`src/rtl/rstseq_pkg.sv`:
```
package rstseq_pkg;

    localparam int DRIVE_CYCLES_DEF = 512;
    localparam int FILT_LEN_DEF     = 4;
    localparam int TURN_CYCLES_DEF  = 2;
    localparam int STATUS_W         = 16;

    // status bit positions (software decodes these)
    localparam int BIT_EXT = 7;
    localparam int BIT_POW = 6;
    localparam int BIT_WDG = 5;
    localparam int BIT_HLT = 4;
    localparam int BIT_SYS = 1;
    localparam int BIT_TST = 0;

    typedef enum logic [2:0] {
        ST_IDLE    = 3'd0,
        ST_BUSWAIT = 3'd1,
        ST_EXTWAIT = 3'd2,
        ST_TURN    = 3'd3,
        ST_DRIVE   = 3'd4
    } seq_state_e;

    typedef struct packed {
        logic ext;
        logic pow;
        logic wdg;
        logic hlt;
        logic sys;
        logic tst;
    } cause_t;

    function automatic logic [STATUS_W-1:0] pack_status(cause_t c);
        logic [STATUS_W-1:0] s;
        s          = '0;
        s[BIT_EXT] = c.ext;
        s[BIT_POW] = c.pow;
        s[BIT_WDG] = c.wdg;
        s[BIT_HLT] = c.hlt;
        s[BIT_SYS] = c.sys;
        s[BIT_TST] = c.tst;
        return s;
    endfunction

endpackage

```
`src/rtl/rstseq_ext_filter.sv`:
```
module rstseq_ext_filter #(
    parameter int FILT_LEN = rstseq_pkg::FILT_LEN_DEF
) (
    input  logic clk,
    input  logic rst,
    input  logic enable,
    input  logic pin_in,
    output logic ext_hit
);
    localparam int CW = $clog2(FILT_LEN + 1);
    localparam logic [CW-1:0] LAST = CW'(FILT_LEN - 1);

    logic [CW-1:0] lo_cnt;

    always_ff @(posedge clk) begin
        if (rst || !enable) begin
            lo_cnt <= '0;
        end else if (!pin_in) begin
            if (lo_cnt != LAST) lo_cnt <= lo_cnt + 1'b1;
        end else begin
            lo_cnt <= '0;
        end
    end

    assign ext_hit = enable && !pin_in && (lo_cnt == LAST);

    // an accepted pin request was preceded by low samples
    assert_filter_len_R2: assert property (@(posedge clk) disable iff (rst)
        ext_hit |-> ($past(!pin_in, 1) && $past(!pin_in, 2) && $past(!pin_in, 3)));

endmodule

```
`src/rtl/rstseq_cause_merge.sv`:
```
module rstseq_cause_merge
    import rstseq_pkg::*;
(
    input  logic   ext_hit,
    input  logic   pwr_req,
    input  logic   sys_req,
    input  logic   clk_loss_req,
    input  logic   tst_req,
    input  logic   hlt_req,
    input  logic   wdg_req,
    output cause_t new_c,
    output logic   async_any,
    output logic   sync_any
);
    always_comb begin
        new_c.ext = ext_hit;
        new_c.pow = pwr_req;
        new_c.wdg = wdg_req;
        new_c.hlt = hlt_req;
        new_c.sys = sys_req;
        new_c.tst = tst_req;
    end

    assign async_any = pwr_req | hlt_req | wdg_req;
    assign sync_any  = sys_req | clk_loss_req | tst_req | ext_hit;

endmodule

```
`src/rtl/rstseq_ctrl.sv`:
```
module rstseq_ctrl
    import rstseq_pkg::*;
#(
    parameter int DRIVE_CYCLES = DRIVE_CYCLES_DEF,
    parameter int TURN_CYCLES  = TURN_CYCLES_DEF
) (
    input  logic       clk,
    input  logic       rst,
    input  logic       pin_in,
    input  cause_t     new_c,
    input  logic       async_any,
    input  logic       sync_any,
    input  logic       bus_done,
    output seq_state_e st,
    output logic       drive,
    output logic       load,
    output cause_t     cap_c,
    output logic       tail
);
    localparam int CNT_W = $clog2(DRIVE_CYCLES);
    localparam logic [CNT_W-1:0] DRV_LAST  = CNT_W'(DRIVE_CYCLES - 1);
    localparam logic [CNT_W-1:0] TURN_LAST = CNT_W'(TURN_CYCLES - 1);

    seq_state_e       st_n;
    logic [CNT_W-1:0] cnt, cnt_n;
    cause_t           acc, acc_n, merged;

    assign merged = cause_t'(acc | new_c);

    always_comb begin
        st_n  = st;
        cnt_n = cnt;
        acc_n = merged;
        load  = 1'b0;
        unique case (st)
            ST_IDLE: begin
                if (async_any) begin
                    st_n  = ST_DRIVE;
                    cnt_n = '0;
                end else if (sync_any) begin
                    st_n = ST_BUSWAIT;
                end
            end
            ST_BUSWAIT: begin
                if (async_any) begin
                    st_n  = ST_DRIVE;
                    cnt_n = '0;
                end else if (bus_done) begin
                    st_n  = merged.ext ? ST_EXTWAIT : ST_DRIVE;
                    cnt_n = '0;
                end
            end
            ST_EXTWAIT: begin
                if (async_any) begin
                    st_n  = ST_DRIVE;
                    cnt_n = '0;
                end else if (pin_in) begin
                    st_n  = ST_TURN;
                    cnt_n = '0;
                end
            end
            ST_TURN: begin
                if (async_any || cnt == TURN_LAST) begin
                    st_n  = ST_DRIVE;
                    cnt_n = '0;
                end else begin
                    cnt_n = cnt + 1'b1;
                end
            end
            ST_DRIVE: begin
                if (cnt == DRV_LAST) begin
                    st_n  = ST_IDLE;
                    cnt_n = '0;
                    acc_n = '0;
                    load  = 1'b1;
                end else begin
                    cnt_n = cnt + 1'b1;
                end
            end
            default: begin
                st_n  = ST_IDLE;
                cnt_n = '0;
                acc_n = '0;
            end
        endcase
        // power-up wipes earlier causes and restarts the drive count
        if (new_c.pow) begin
            st_n  = ST_DRIVE;
            cnt_n = '0;
            acc_n = new_c;
            load  = 1'b0;
        end
    end

    always_ff @(posedge clk) begin
        if (rst) begin
            st   <= ST_IDLE;
            cnt  <= '0;
            acc  <= '0;
            tail <= 1'b0;
        end else begin
            st   <= st_n;
            cnt  <= cnt_n;
            acc  <= acc_n;
            tail <= load;
        end
    end

    assign drive = (st == ST_DRIVE);
    assign cap_c = merged;

    // an immediate request from idle starts the drive on the next cycle
    assert_async_now_R6: assert property (@(posedge clk) disable iff (rst)
        (st == ST_IDLE && async_any) |=> drive);

    // a bus-aligned wait does not end without bus completion
    assert_sync_wait_R5: assert property (@(posedge clk) disable iff (rst)
        (st == ST_BUSWAIT && !bus_done && !async_any) |=> !drive);

    // no drive while the pin is still held low from outside
    assert_ext_hold_R3: assert property (@(posedge clk) disable iff (rst)
        (st == ST_EXTWAIT && !pin_in && !async_any) |=> !drive);

endmodule

```
`src/rtl/rstseq_status_reg.sv`:
```
module rstseq_status_reg
    import rstseq_pkg::*;
(
    input  logic                clk,
    input  logic                rst,
    input  logic                load,
    input  cause_t              cap_c,
    output logic [STATUS_W-1:0] status
);
    always_ff @(posedge clk) begin
        if (rst) begin
            status <= '0;
        end else if (load) begin
            status <= pack_status(cap_c);
        end
    end

endmodule

```
`src/rtl/rst_sequencer.sv`:
```
module rst_sequencer
    import rstseq_pkg::*;
#(
    parameter int DRIVE_CYCLES = DRIVE_CYCLES_DEF,
    parameter int FILT_LEN     = FILT_LEN_DEF,
    parameter int TURN_CYCLES  = TURN_CYCLES_DEF
) (
    input  logic                clk,
    input  logic                rst,
    input  logic                pin_in,
    input  logic                pwr_req,
    input  logic                sys_req,
    input  logic                clk_loss_req,
    input  logic                tst_req,
    input  logic                hlt_req,
    input  logic                wdg_req,
    input  logic                bus_done,
    output logic                pin_drive_en,
    output logic                int_rst,
    output logic [STATUS_W-1:0] status
);
    seq_state_e st;
    logic       filt_en, ext_hit, async_any, sync_any, load, tail;
    cause_t     new_c, cap_c;

    assign filt_en = (st == ST_IDLE) || (st == ST_BUSWAIT);

    rstseq_ext_filter #(.FILT_LEN(FILT_LEN)) u_filter (
        .clk     (clk),
        .rst     (rst),
        .enable  (filt_en),
        .pin_in  (pin_in),
        .ext_hit (ext_hit)
    );

    rstseq_cause_merge u_merge (
        .ext_hit      (ext_hit),
        .pwr_req      (pwr_req),
        .sys_req      (sys_req),
        .clk_loss_req (clk_loss_req),
        .tst_req      (tst_req),
        .hlt_req      (hlt_req),
        .wdg_req      (wdg_req),
        .new_c        (new_c),
        .async_any    (async_any),
        .sync_any     (sync_any)
    );

    rstseq_ctrl #(.DRIVE_CYCLES(DRIVE_CYCLES), .TURN_CYCLES(TURN_CYCLES)) u_ctrl (
        .clk       (clk),
        .rst       (rst),
        .pin_in    (pin_in),
        .new_c     (new_c),
        .async_any (async_any),
        .sync_any  (sync_any),
        .bus_done  (bus_done),
        .st        (st),
        .drive     (pin_drive_en),
        .load      (load),
        .cap_c     (cap_c),
        .tail      (tail)
    );

    rstseq_status_reg u_status (
        .clk    (clk),
        .rst    (rst),
        .load   (load),
        .cap_c  (cap_c),
        .status (status)
    );

    assign int_rst = (st != ST_IDLE) || tail;

    // internal reset covers every drive cycle
    assert_int_cover_R11: assert property (@(posedge clk) disable iff (rst)
        pin_drive_en |-> int_rst);

    // status moves only when the pin drive ends
    assert_status_on_release_R8: assert property (@(posedge clk) disable iff (rst)
        !$stable(status) |-> $fell(pin_drive_en));

endmodule

```
`config.mk`:
```
export PLATFORM = sky130hd
export DESIGN_NAME = rst_sequencer
export DESIGN_NICKNAME = d
export VERILOG_FILES = /design/src/rtl/rstseq_pkg.sv /design/src/rtl/rstseq_ext_filter.sv /design/src/rtl/rstseq_cause_merge.sv /design/src/rtl/rstseq_ctrl.sv /design/src/rtl/rstseq_status_reg.sv /design/src/rtl/rst_sequencer.sv
export SDC_FILE = /design/constraint.sdc
export NUM_CORES = 1
export LEC_CHECK = 0
export ABC_AREA = 0
export BUFFER_PORTS_ARGS = -buffer_cell sky130_fd_sc_hd__buf_2
export CAP_MARGIN = 20
export CORE_ASPECT_RATIO = 0.75
export CORE_UTILIZATION = 57
export CTS_BUF_LIST = sky130_fd_sc_hd__clkbuf_4
export DETAILED_ROUTE_END_ITERATION = 12
export PLACE_DENSITY = 0.92
export SLEW_MARGIN = 20
export SYNTH_ARGS = -nofsm -noshare
export SYNTH_HDL_FRONTEND = slang
export SYNTH_SLANG_ARGS = --single-unit
export TNS_END_PERCENT = 1
```
`constraint.sdc`:
```
create_clock -name clk -period 2.69 [get_ports clk]
set_clock_uncertainty 0.15 [all_clocks]
set_input_delay 0 -clock clk [delete_from_list [all_inputs] [get_ports clk]]
set_output_delay 0 -clock clk [all_outputs]
set_load 0.05 [all_outputs]
```
==> flow_summary_export.csv, run 1 <==
group,metric,value,unit
final_layout,utilization,69.9,%
clocking,cts_buffers,3,
synthesis,synth_area_leaders,"dfxtp_1 (37%), nor2_1 (6.9%), buf_4 (5.4%)",
final_layout,drive_above_1_share,16.4,%
timing,period_minus_slack,2.22,ns
clocking,post_cts_buffers,0,
setup_path,critPathArrivalTime,2.31,ns
timing,hold_viol_final,0,
final_layout,layout.nets,217,
die,dieArea,2880,um^2
setup_path,crit_path_max_fanout,8,
setup_path,crit_path_frequent_cell,"ha_1",
die,initial_utilization,63.4,%
timing,setup_viol,0,
place,dp_hpwl,2560,um
synthesis,netlist_instances,179,
global_route,grt_util_all_layers,26.6,%
drt,drt_iter0_drc,99,
setup_path,worstPathCellList,"ha_1 > nand3_1 > nor2_1 > ha_1 > nor4b_4 > nand2_1 > a221oi_1",
synthesis,avgSynthCellArea,8.51,um^2
final_layout,syn_to_final_growth,10.3,%
setup_path,max_stage_delay,0.38,ns
timing,min_period_over_period,82.4,%
setup_path,critPathBufInv,0,
die,die_w,61.7,um
global_route,grt-ovfl-total,0,
drt,vias,1418,
place,io_buffers,17,
synthesis,netlist_area,1520,um^2
timing,tightest_slew,0.645,ns
drt,drc,0,
synthesis,ys_seq_area_share,36.8,%
die,die_h,46.8,um
die,row_count,15,
power_and_ir_drop,p_clk_share,23.7,%
clocking,cts_resized,0,
drt,viasPerCell,6.03,
status,status,"completed",
clocking,h-tree-depth,1,
timing,max_freq,451,MHz
synthesis,yosys_register_bits,28,
clocking,cts.sinks,28,
final_layout,final_cell_area,1680,um^2
power_and_ir_drop,p_sw,0.000224,W
clocking,path_clk_slew,0.14,ns
setup_path,startpoint_type,"register",
flow_run,max_cap_violations,0,
global_route,first_global_vias,1234,
final_layout,antenna_cells,0,
drt,ant_nets,0,
power_and_ir_drop,powerDensity,443,nW/um^2
setup_path,path_delay_family,"simple AND/OR/NAND/NOR gates",
synthesis,yosys_warnings,0,
timing,fin_tns_setup,0,ns
clocking,cts.path.max_buffers,2,
clocking,clk-insertion-delay-late,0.33,ns
drt,finalWirelength,3490,um
power_and_ir_drop,peakVddDrop,0.000331,V
power_and_ir_drop,power_frac_seq,58.9,%
power_and_ir_drop,cellInternalPower,0.000520,W
timing,drv_slew,0,
power_and_ir_drop,leakage,0.657,nW
place,globalplace.congestion,0.896,
setup_path,cp.required,2.78,ns
global_route,antenna_found_initial,0,
setup_path,crit_type,"reg2reg",
synthesis,synth_top_area_cell,"dfxtp_1",
drt,wl_per_cell,14.8,um
synthesis,synth_top_area_share,36.8,%
global_route,grt_pass1_wl,5470,um
drt,dr.pass1.iters,6,
power_and_ir_drop,finalPower,0.000744,W
clocking,root_buffer,"clkbuf_4",
timing,grt_setup_unrepaired,"no",
place,placed_area,1570,um^2
die,io_pins,28,
power_and_ir_drop,swShare,30.1,%
power_and_ir_drop,p_comb_share,17.4,%
timing,slew_headroom,56.6,%
global_route,grt_max_degree,16,
synthesis,ys_types,51,
setup_path,cp_slowest_cell,"dfxtp_1",
clocking,cts_tree,"yes",
die,core_area,2400,um^2
setup_path,endpoint_kind,"register",
worst_hold_path,hp-class,"in2reg",
-- tightest hold or removal path, stage by stage --
cell and delay, ns:
buf_2 0.09, or4_1 0.11, o31ai_1 0.07, o31ai_1 0.20
-- synthesized netlist by cell type (all sizes together) --
library cell	number
o211a	1
nor2	28
nand2	12
nor2b	2
a31oi	1
inv	4
o31ai	3
dfxtp	28
o2111ai	1
buf	14
nor3b	2
a221oi	1
nand3	7
xor2	3
o22ai	1
a211oi	3
a311oi	1
o21ai	7
xnor2	3
a31o	1
a22oi	2
nand2b	1
and2	1
a21oi	16
nor4b	2
or4	2
a211o	2
o21a	1
conb	1
mux2i	2
nand4	1
nor3	8
a21o	1
or3	3
a21boi	1
or2	1
clkbuf	2
nor4	3
and3	1
ha	5
-- power by group through the flow --
stage          clock network, W  logic (W)  registers, W
6_report               0.000176   0.000129      0.000439
2_1_floorplan                 0   0.000110      0.000440
4_1_cts                0.000182   0.000127      0.000438
3_3_place_gp                  0   0.000114      0.000445
5_1_grt                0.000197   0.000137      0.000440
3_5_place_dp                  0   0.000118      0.000447
-- per-layer routing --
layer | GRT usage [%] | vias to the layer above | wire [um]
li1 | - | 668 | -
met1 | 33.7 | 631 | 1400
met2 | 42.2 | 100 | 1580
met3 | 7.71 | 19 | 392
met4 | 12.9 | 0 | 117
met5 | 0 | - | 0
-- cells in the final DEF (no fill, tap or decap), types with 3 or more instances in the layout --
cell,Yosys,layout
xor2_1,3,3
nand3_1,7,7
inv_1,4,4
dlygate4sd3_1,0,8
a21oi_1,16,16
clkbuf_4,0,3
conb_1,1,10
nor3_1,8,8
o21ai_0,5,5
dfxtp_1,28,28
nor2_1,28,28
xnor2_1,3,3
nand2_1,12,12
buf_2,2,17
or3_1,3,3
ha_1,5,5
-- stage by stage --
step	hold slack [ns]	setup WS, ns	std cells
global placement	0.104	0.704	223
detailed placement	0.114	0.521	223
CTS	0.00413	0.498	235
finish	0.0129	0.472	235
floorplan	-0.0326	0.673	188
global route	0.0514	0.352	235
-- cell type report --
cell class	instances	area, um^2
Clock buffer	3	22.5
Multi-Input combinational cell	140	870
Tap cell	34	42.5
Inverter	4	15.0
Sequential cell	28	561
Clock inverter	1	3.75
Fill cell	199	723
Timing Repair Buffer	25	165
-- final timing paths --
check / slack [ns] / to / cells after the start / startpoint
max: 0.47 / u_ctrl.cnt[1] / 7 / u_ctrl.cnt[0]
min: 0.01 / u_ctrl.st[0] / 4 / clk_loss_req
max reg2reg: 0.47 / u_ctrl.cnt[1] / 7 / u_ctrl.cnt[0]
min reg2reg: 0.32 / u_status.status[6] / 2 / u_status.status[6]
-- sequential cells by signal (all words and copies together), names as in the netlist --
register and flops:
u_status.status 6, u_filter.lo_cnt 3, u_ctrl.tail 1, u_ctrl.cnt 9, u_ctrl.st 3, u_ctrl.acc 6
-- kinds of logic after synthesis --
family	synth area share (%)
multiplexers	1.31
flip-flops	36.8
AO/OA/AOI/OAI	19.7
buffers and inverters	8.30
adder cells (fa/ha/maj)	4.11
other	0.246
AND/OR/NAND/NOR	26.0
XOR/XNOR	3.45
-- what timing repair did --
item,in CTS,in global routing
endpoints found under the setup margin,0,0
hold buffers,8,0
hold endpoints to repair,20,0
Power figures use the tool's default switching activity.
==> run 2: changes to the inputs <==
--- a/config.mk
+++ b/config.mk
@@ -9,10 +9,10 @@
 export BUFFER_PORTS_ARGS = -buffer_cell sky130_fd_sc_hd__buf_2
 export CAP_MARGIN = 20
 export CORE_ASPECT_RATIO = 0.75
-export CORE_UTILIZATION = 57
+export CORE_UTILIZATION = 51
 export CTS_BUF_LIST = sky130_fd_sc_hd__clkbuf_4
 export DETAILED_ROUTE_END_ITERATION = 12
-export PLACE_DENSITY = 0.92
+export PLACE_DENSITY = 0.88
 export SLEW_MARGIN = 20
 export SYNTH_ARGS = -nofsm -noshare
 export SYNTH_HDL_FRONTEND = slang
==> constraint.sdc (replaced) <==
create_clock -name clk -period 2 [get_ports clk]
set_clock_uncertainty 0.15 [all_clocks]
set_input_delay 0 -clock clk [delete_from_list [all_inputs] [get_ports clk]]
set_output_delay 0 -clock clk [all_outputs]
set_load 0.05 [all_outputs]
==> flow_summary_export.csv, run 2 (synthesis gave the netlist of run 1 again) <==
group,metric,value,unit
drt,finalWirelength,3200,um
clocking,h-tree-depth,1,
final_layout,num-fill-cells,240,
timing,grt_setup_unrepaired,"yes",
drt,drc,0,
power_and_ir_drop,powerDensity,567,nW/um^2
clocking,cts.sinks,28,
flow_run,max_cap_violations,0,
setup_path,r2r_setup_slack,0.11,ns
die,die_h,49.3,um
die,core_area,2720,um^2
place,placed_area,1650,um^2
final_layout,regMostFlops,"u_ctrl.cnt",
place,globalplace.congestion,0.901,
timing,min_period_over_period,94.4,%
global_route,first_global_vias,1215,
final_layout,top_regs,"u_ctrl.cnt: 9 flops, u_ctrl.acc: 6 flops, u_status.status: 6 flops",
final_layout,final_common_cell,"nor2_1",
worst_hold_path,hp-class,"in2reg",
clocking,root_buffer,"clkbuf_4",
setup_path,critPathArrivalTime,2.02,ns
setup_path,reg2reg_depth,8,
die,row_count,16,
setup_path,worstPathCellList,"ha_1 > nand3_1 > nor2_1 > ha_2 > nor4b_4 > nand2_2 > buf_4 > a22oi_1",
place,place_ws,0.0120,ns
status,status,"completed",
drt,ant_nets,0,
timing,setup_viol,0,
drt,viasPerCell,5.54,
die,io_pins,28,
timing,period_minus_slack,1.89,ns
setup_path,crit_type,"reg2reg",
place,dp_hpwl,2400,um
setup_path,startpoint_type,"register",
setup_path,cp_slowest_cell,"dfxtp_2",
place,io_buffers,17,
power_and_ir_drop,cellInternalPower,0.000714,W
worst_hold_path,min_to,"u_ctrl.acc[0]",
setup_path,r2r-start,"u_ctrl.cnt[1]",
global_route,grt-ovfl-total,0,
timing,timing.hold.ws,0.297,ns
timing,drv_slew,0,
setup_path,max_stage_delay,0.37,ns
power_and_ir_drop,swShare,29.9,%
clocking,cts.path.max_buffers,2,
power_and_ir_drop,p_sw,0.000304,W
final_layout,layout.nets,230,
setup_path,crit_path_max_fanout,6,
final_layout,largest_register_ffs,9,
final_layout,final_cell_mix,"nor2_1 (28), dfxtp_1 (27), buf_2 (17)",
global_route,grt_pass1_wl,5350,um
final_layout,antenna_cells,0,
final_layout,syn_to_final_growth,17.9,%
setup_path,endpoint_kind,"register",
die,die_w,65.1,um
clocking,path_clk_slew,0.15,ns
timing,hold_viol_final,0,
drt,drt_iter0_drc,103,
die,dieArea,3210,um^2
timing,setup_ws,0.111,ns
worst_hold_path,holdPathStages,4,
drt,dr.pass1.iters,4,
power_and_ir_drop,power_frac_seq,57.6,%
power_and_ir_drop,leakage,0.720,nW
clocking,cts_buffers,3,
die,initial_utilization,55.9,%
setup_path,rr_endpoint,"u_ctrl.cnt[5]",
final_layout,drive_above_1_share,22.9,%
global_route,antenna_found_initial,0,
final_layout,final_cell_area,1800,um^2
clocking,clk-insertion-delay-late,0.34,ns
timing,max_freq,529,MHz
power_and_ir_drop,peakVddDrop,0.000490,V
timing,fin_tns_setup,0,ns
drt,vias,1385,
global_route,grt_max_degree,16,
power_and_ir_drop,p_clk_share,23.5,%
drt,wl_per_cell,12.8,um
global_route,grt_util_all_layers,21.5,%
clocking,cts_tree,"yes",
setup_path,cp.required,2.13,ns
worst_hold_path,hold_path.startpoint,"tst_req",
power_and_ir_drop,p_comb_share,18.9,%
[run 2: changes by cell type in the layout (fill, tap and decap cells not counted), sizes merged]
cell and change:
buf +12, dlygate4sd3 +1
[run 2: worst max-delay path by stage]
stage,start,end,slack [ns],cells past startpoint
2_1_floorplan,u_filter.lo_cnt[0],u_ctrl.st[0],0.1,7
3_3_place_gp,u_ctrl.cnt[1],u_ctrl.cnt[1],0.09,7
3_5_place_dp,u_ctrl.cnt[1],u_ctrl.cnt[1],0.01,7
4_1_cts,u_ctrl.cnt[1],u_ctrl.acc[5],0.03,8
5_1_grt,u_ctrl.cnt[1],u_ctrl.acc[5],-0.003,8
6_report,u_ctrl.cnt[1],u_ctrl.cnt[5],0.11,8
[run 2: area by class of cell]
type	instances	area, um^2	area share [%]
well taps	36	45.0	2.51
clock buffers	3	22.5	1.25
flip-flops and latches	28	562	31.3
inverters	4	15.0	0.836
repair buffers	38	265	14.8
clock inverters	1	3.75	0.209
multi-input cells	140	882	49.1
[run 2: timing repair]
item / 4_1_cts / 5_1_grt
endpoints found under the hold margin: 20 / 0
endpoints found under the setup margin: 1 / 9
resized for setup: 1 / 3
setup buffers: 0 / 3
pin swaps: 0 / 2
hold buffers: 9 / 0
[run 2: power by group through the flow]
| stage | logic [W] | clock network, W | registers [W] |
|---|---|---|---|
| floorplan | 0.000151 | 0 | 0.000592 |
| global placement | 0.000166 | 0 | 0.000597 |
| detailed placement | 0.000168 | 0 | 0.000599 |
| CTS | 0.000183 | 0.000245 | 0.000586 |
| global route | 0.000207 | 0.000269 | 0.000589 |
| finish | 0.000192 | 0.000240 | 0.000587 |
[run 2: metrics by stage]
stage / total power (W) / util (%) / std cells
after floorplan: 0.000743 / - / 188
after global placement: 0.000763 / 60.6 / 234
after detailed placement: 0.000767 / 60.6 / 234
after CTS: 0.00101 / 64.9 / 247
after global routing: 0.00106 / 65.9 / 250
final: 0.00102 / 65.9 / 250
[run 2: worst max-delay path: cells and delay by family, from the launching register on]
family | cells | cell delay, ns
AO/OA/AOI/OAI | 1 | 0.16
buffers and inverters | 1 | 0.18
adder cells (fa/ha/maj) | 2 | 0.38
flip-flops | 1 | 0.37
AND/OR/NAND/NOR | 4 | 0.59
[run 2: metal layers]
metal | vias up | wire [um] | GRT usage (%)
met3 | 4 | 242 | 5.84
met2 | 48 | 1330 | 32.3
met1 | 648 | 1600 | 30.7
met4 | 0 | 18 | 4.35
li1 | 685 | - | -
met5 | - | 0 | 0
==> run 3: changes to the inputs <==
--- a/config.mk
+++ b/config.mk
@@ -8,11 +8,11 @@
 export ABC_AREA = 0
 export BUFFER_PORTS_ARGS = -buffer_cell sky130_fd_sc_hd__buf_2
 export CAP_MARGIN = 20
-export CORE_ASPECT_RATIO = 0.75
-export CORE_UTILIZATION = 51
+export CORE_ASPECT_RATIO = 0.9
+export CORE_UTILIZATION = 60
 export CTS_BUF_LIST = sky130_fd_sc_hd__clkbuf_4
 export DETAILED_ROUTE_END_ITERATION = 12
-export PLACE_DENSITY = 0.88
+export PLACE_DENSITY = 0.95
 export SLEW_MARGIN = 20
 export SYNTH_ARGS = -nofsm -noshare
 export SYNTH_HDL_FRONTEND = slang
==> constraint.sdc (replaced) <==
create_clock -name clk -period 2.28 [get_ports clk]
set_clock_uncertainty 0.15 [all_clocks]
set_input_delay 0 -clock clk [delete_from_list [all_inputs] [get_ports clk]]
set_output_delay 0 -clock clk [all_outputs]
set_load 0.05 [all_outputs]
==> flow_summary_export.csv, run 3 (synthesis gave the netlist of run 1 again) <==
group,metric,value,unit
status,status,"completed",
drt,vias,1396,
setup_path,critPathArrivalTime,2.23,ns
drt,wl_per_cell,15.1,um
power_and_ir_drop,leakage,0.665,nW
global_route,grt_util_all_layers,28.5,%
setup_path,cp_slowest_cell,"dfxtp_1",
setup_path,reg2reg_depth,7,
die,core_area,2280,um^2
final_layout,layout.nets,219,
setup_path,max_stage_delay,0.38,ns
final_layout,drive_above_1_share,16.8,%
global_route,grt-ovfl-total,0,
timing,period_minus_slack,2.13,ns
clocking,h-tree-depth,1,
global_route,grt_pass1_wl,5710,um
power_and_ir_drop,powerDensity,519,nW/um^2
clocking,path_clk_slew,0.14,ns
place,io_buffers,17,
setup_path,cp.required,2.38,ns
drt,ant_nets,0,
die,row_count,16,
clocking,cts_tree,"yes",
drt,dr.pass1.iters,4,
final_layout,syn_to_final_growth,10.6,%
final_layout,utilization,73.8,%
place,dp_hpwl,2330,um
timing,hold_viol_final,0,
global_route,grt_max_degree,15,
timing,min_period_over_period,93.4,%
die,io_pins,28,
timing,fin_tns_setup,0,ns
setup_path,crit_path_max_fanout,8,
setup_path,critical_path_depth,7,
clocking,clk-insertion-delay-late,0.33,ns
place,globalplace.congestion,0.870,
setup_path,critPathBufInv,0,
clocking,cts.path.max_buffers,2,
global_route,antenna_found_initial,0,
setup_path,crit_path_frequent_cell,"ha_1",
die,die_w,55.1,um
die,dieArea,2740,um^2
setup_path,endpoint,"u_ctrl.cnt[1]",
drt,finalWirelength,3460,um
timing,drv_slew,0,
timing,grt_setup_unrepaired,"no",
final_layout,largest_register_ffs,9,
setup_path,path_delay_family,"simple AND/OR/NAND/NOR gates",
worst_hold_path,hold_path.startpoint,"sys_req",
die,initial_utilization,66.7,%
timing,setup_viol,0,
timing,max_freq,469,MHz
setup_path,startpoint_type,"register",
setup_path,endpoint_kind,"register",
setup_path,worstPathCellList,"ha_1 > nand3_1 > nor2_1 > ha_1 > nor4b_4 > nand2_1 > a221oi_1",
setup_path,crit_type,"reg2reg",
final_layout,top_regs,"u_ctrl.cnt: 9 flops, u_ctrl.acc: 6 flops, u_status.status: 6 flops",
drt,drc,0,
die,die_h,49.8,um
global_route,first_global_vias,1358,
flow_run,max_cap_violations,0,
final_layout,final_cell_mix,"nor2_1 (28), dfxtp_1 (28), buf_2 (17)",
final_layout,antenna_cells,0,
power_and_ir_drop,peakVddDrop,0.000670,V
setup_path,rr_endpoint,"u_ctrl.cnt[1]",
worst_hold_path,hp-class,"in2reg",
clocking,post_cts_buffers,0,
final_layout,regMostFlops,"u_ctrl.cnt",
setup_path,r2r-start,"u_ctrl.cnt[0]",
timing,slew_headroom,58.6,%
drt,drt_iter0_drc,53,
timing,tightest_slew,0.616,ns
setup_path,r2r_setup_slack,0.15,ns
clocking,root_buffer,"clkbuf_4",
drt,viasPerCell,6.10,
clocking,cts.sinks,28,
clocking,cts_buffers,3,
setup_path,cp-startpoint,"u_ctrl.cnt[0]",
==> run 3: stage by stage <==
| step | instance area [um^2] | power (W) | hold WS (ns) | worst slack [ns] | instances |
|---|---|---|---|---|---|
| 6_report | 1680 | 0.000875 | 0.302 | 0.150 | 229 |
| 5_1_grt | 1680 | 0.000908 | 0.340 | 0.0462 | 229 |
| 4_1_cts | 1680 | 0.000869 | 0.311 | 0.162 | 229 |
| 3_5_place_dp | 1570 | 0.000665 | 0.125 | 0.190 | 217 |
| 3_3_place_gp | 1570 | 0.000660 | 0.108 | 0.288 | 217 |
| 2_1_floorplan | 1560 | 0.000650 | -0.0326 | 0.263 | 188 |
==> run 3: worst min path at each step <==
stage	endpoint	slack, ns	cells after the start
6_report	u_ctrl.acc[1]	0.30	4
5_1_grt	u_ctrl.acc[1]	0.34	4
4_1_cts	u_ctrl.acc[1]	0.31	4
3_5_place_dp	u_ctrl.acc[1]	0.12	3
3_3_place_gp	u_ctrl.acc[1]	0.11	3
2_1_floorplan	u_ctrl.acc[0]	-0.03	2
==> run 3: worst register-to-register path, cell delays in order, from the launching register on <==
cell	delay (ns)
dfxtp_1	0.38
ha_1	0.26
nand3_1	0.09
nor2_1	0.05
ha_1	0.23
nor4b_4	0.30
nand2_1	0.26
a221oi_1	0.34
==> run 3: layout make-up <==
cell class                 count  area [um^2]
inverter                       4         15.0
multi-input combinational    140          870
fill                         158          598
timing repair buffer          27          183
sequential                    28          561
clock buffer                   3         22.5
tap                           27         33.8
==> run 3: where the power goes <==
group | internal [W] | total [W] | switching (W)
sequential | 0.000502 | 0.000516 | 0.0000131
combinational | 0.0000485 | 0.000156 | 0.000107
clock | 0.0000621 | 0.000203 | 0.000141
==> run 3: what timing repair did <==
action / CTS / global route
endpoints found under the setup margin: 0 / 0
hold buffers: 9 / 0
resized for setup: 0 / 0
endpoints found under the hold margin: 20 / 0
==> run 3: layer usage <==
layer	GRT usage [%]	vias up	share of wire, %
met3	7.10	4	8.7
met2	49.4	78	51
li1	-	663	-
met4	7.92	0	0.84
met5	0	-	0
met1	33.5	651	40
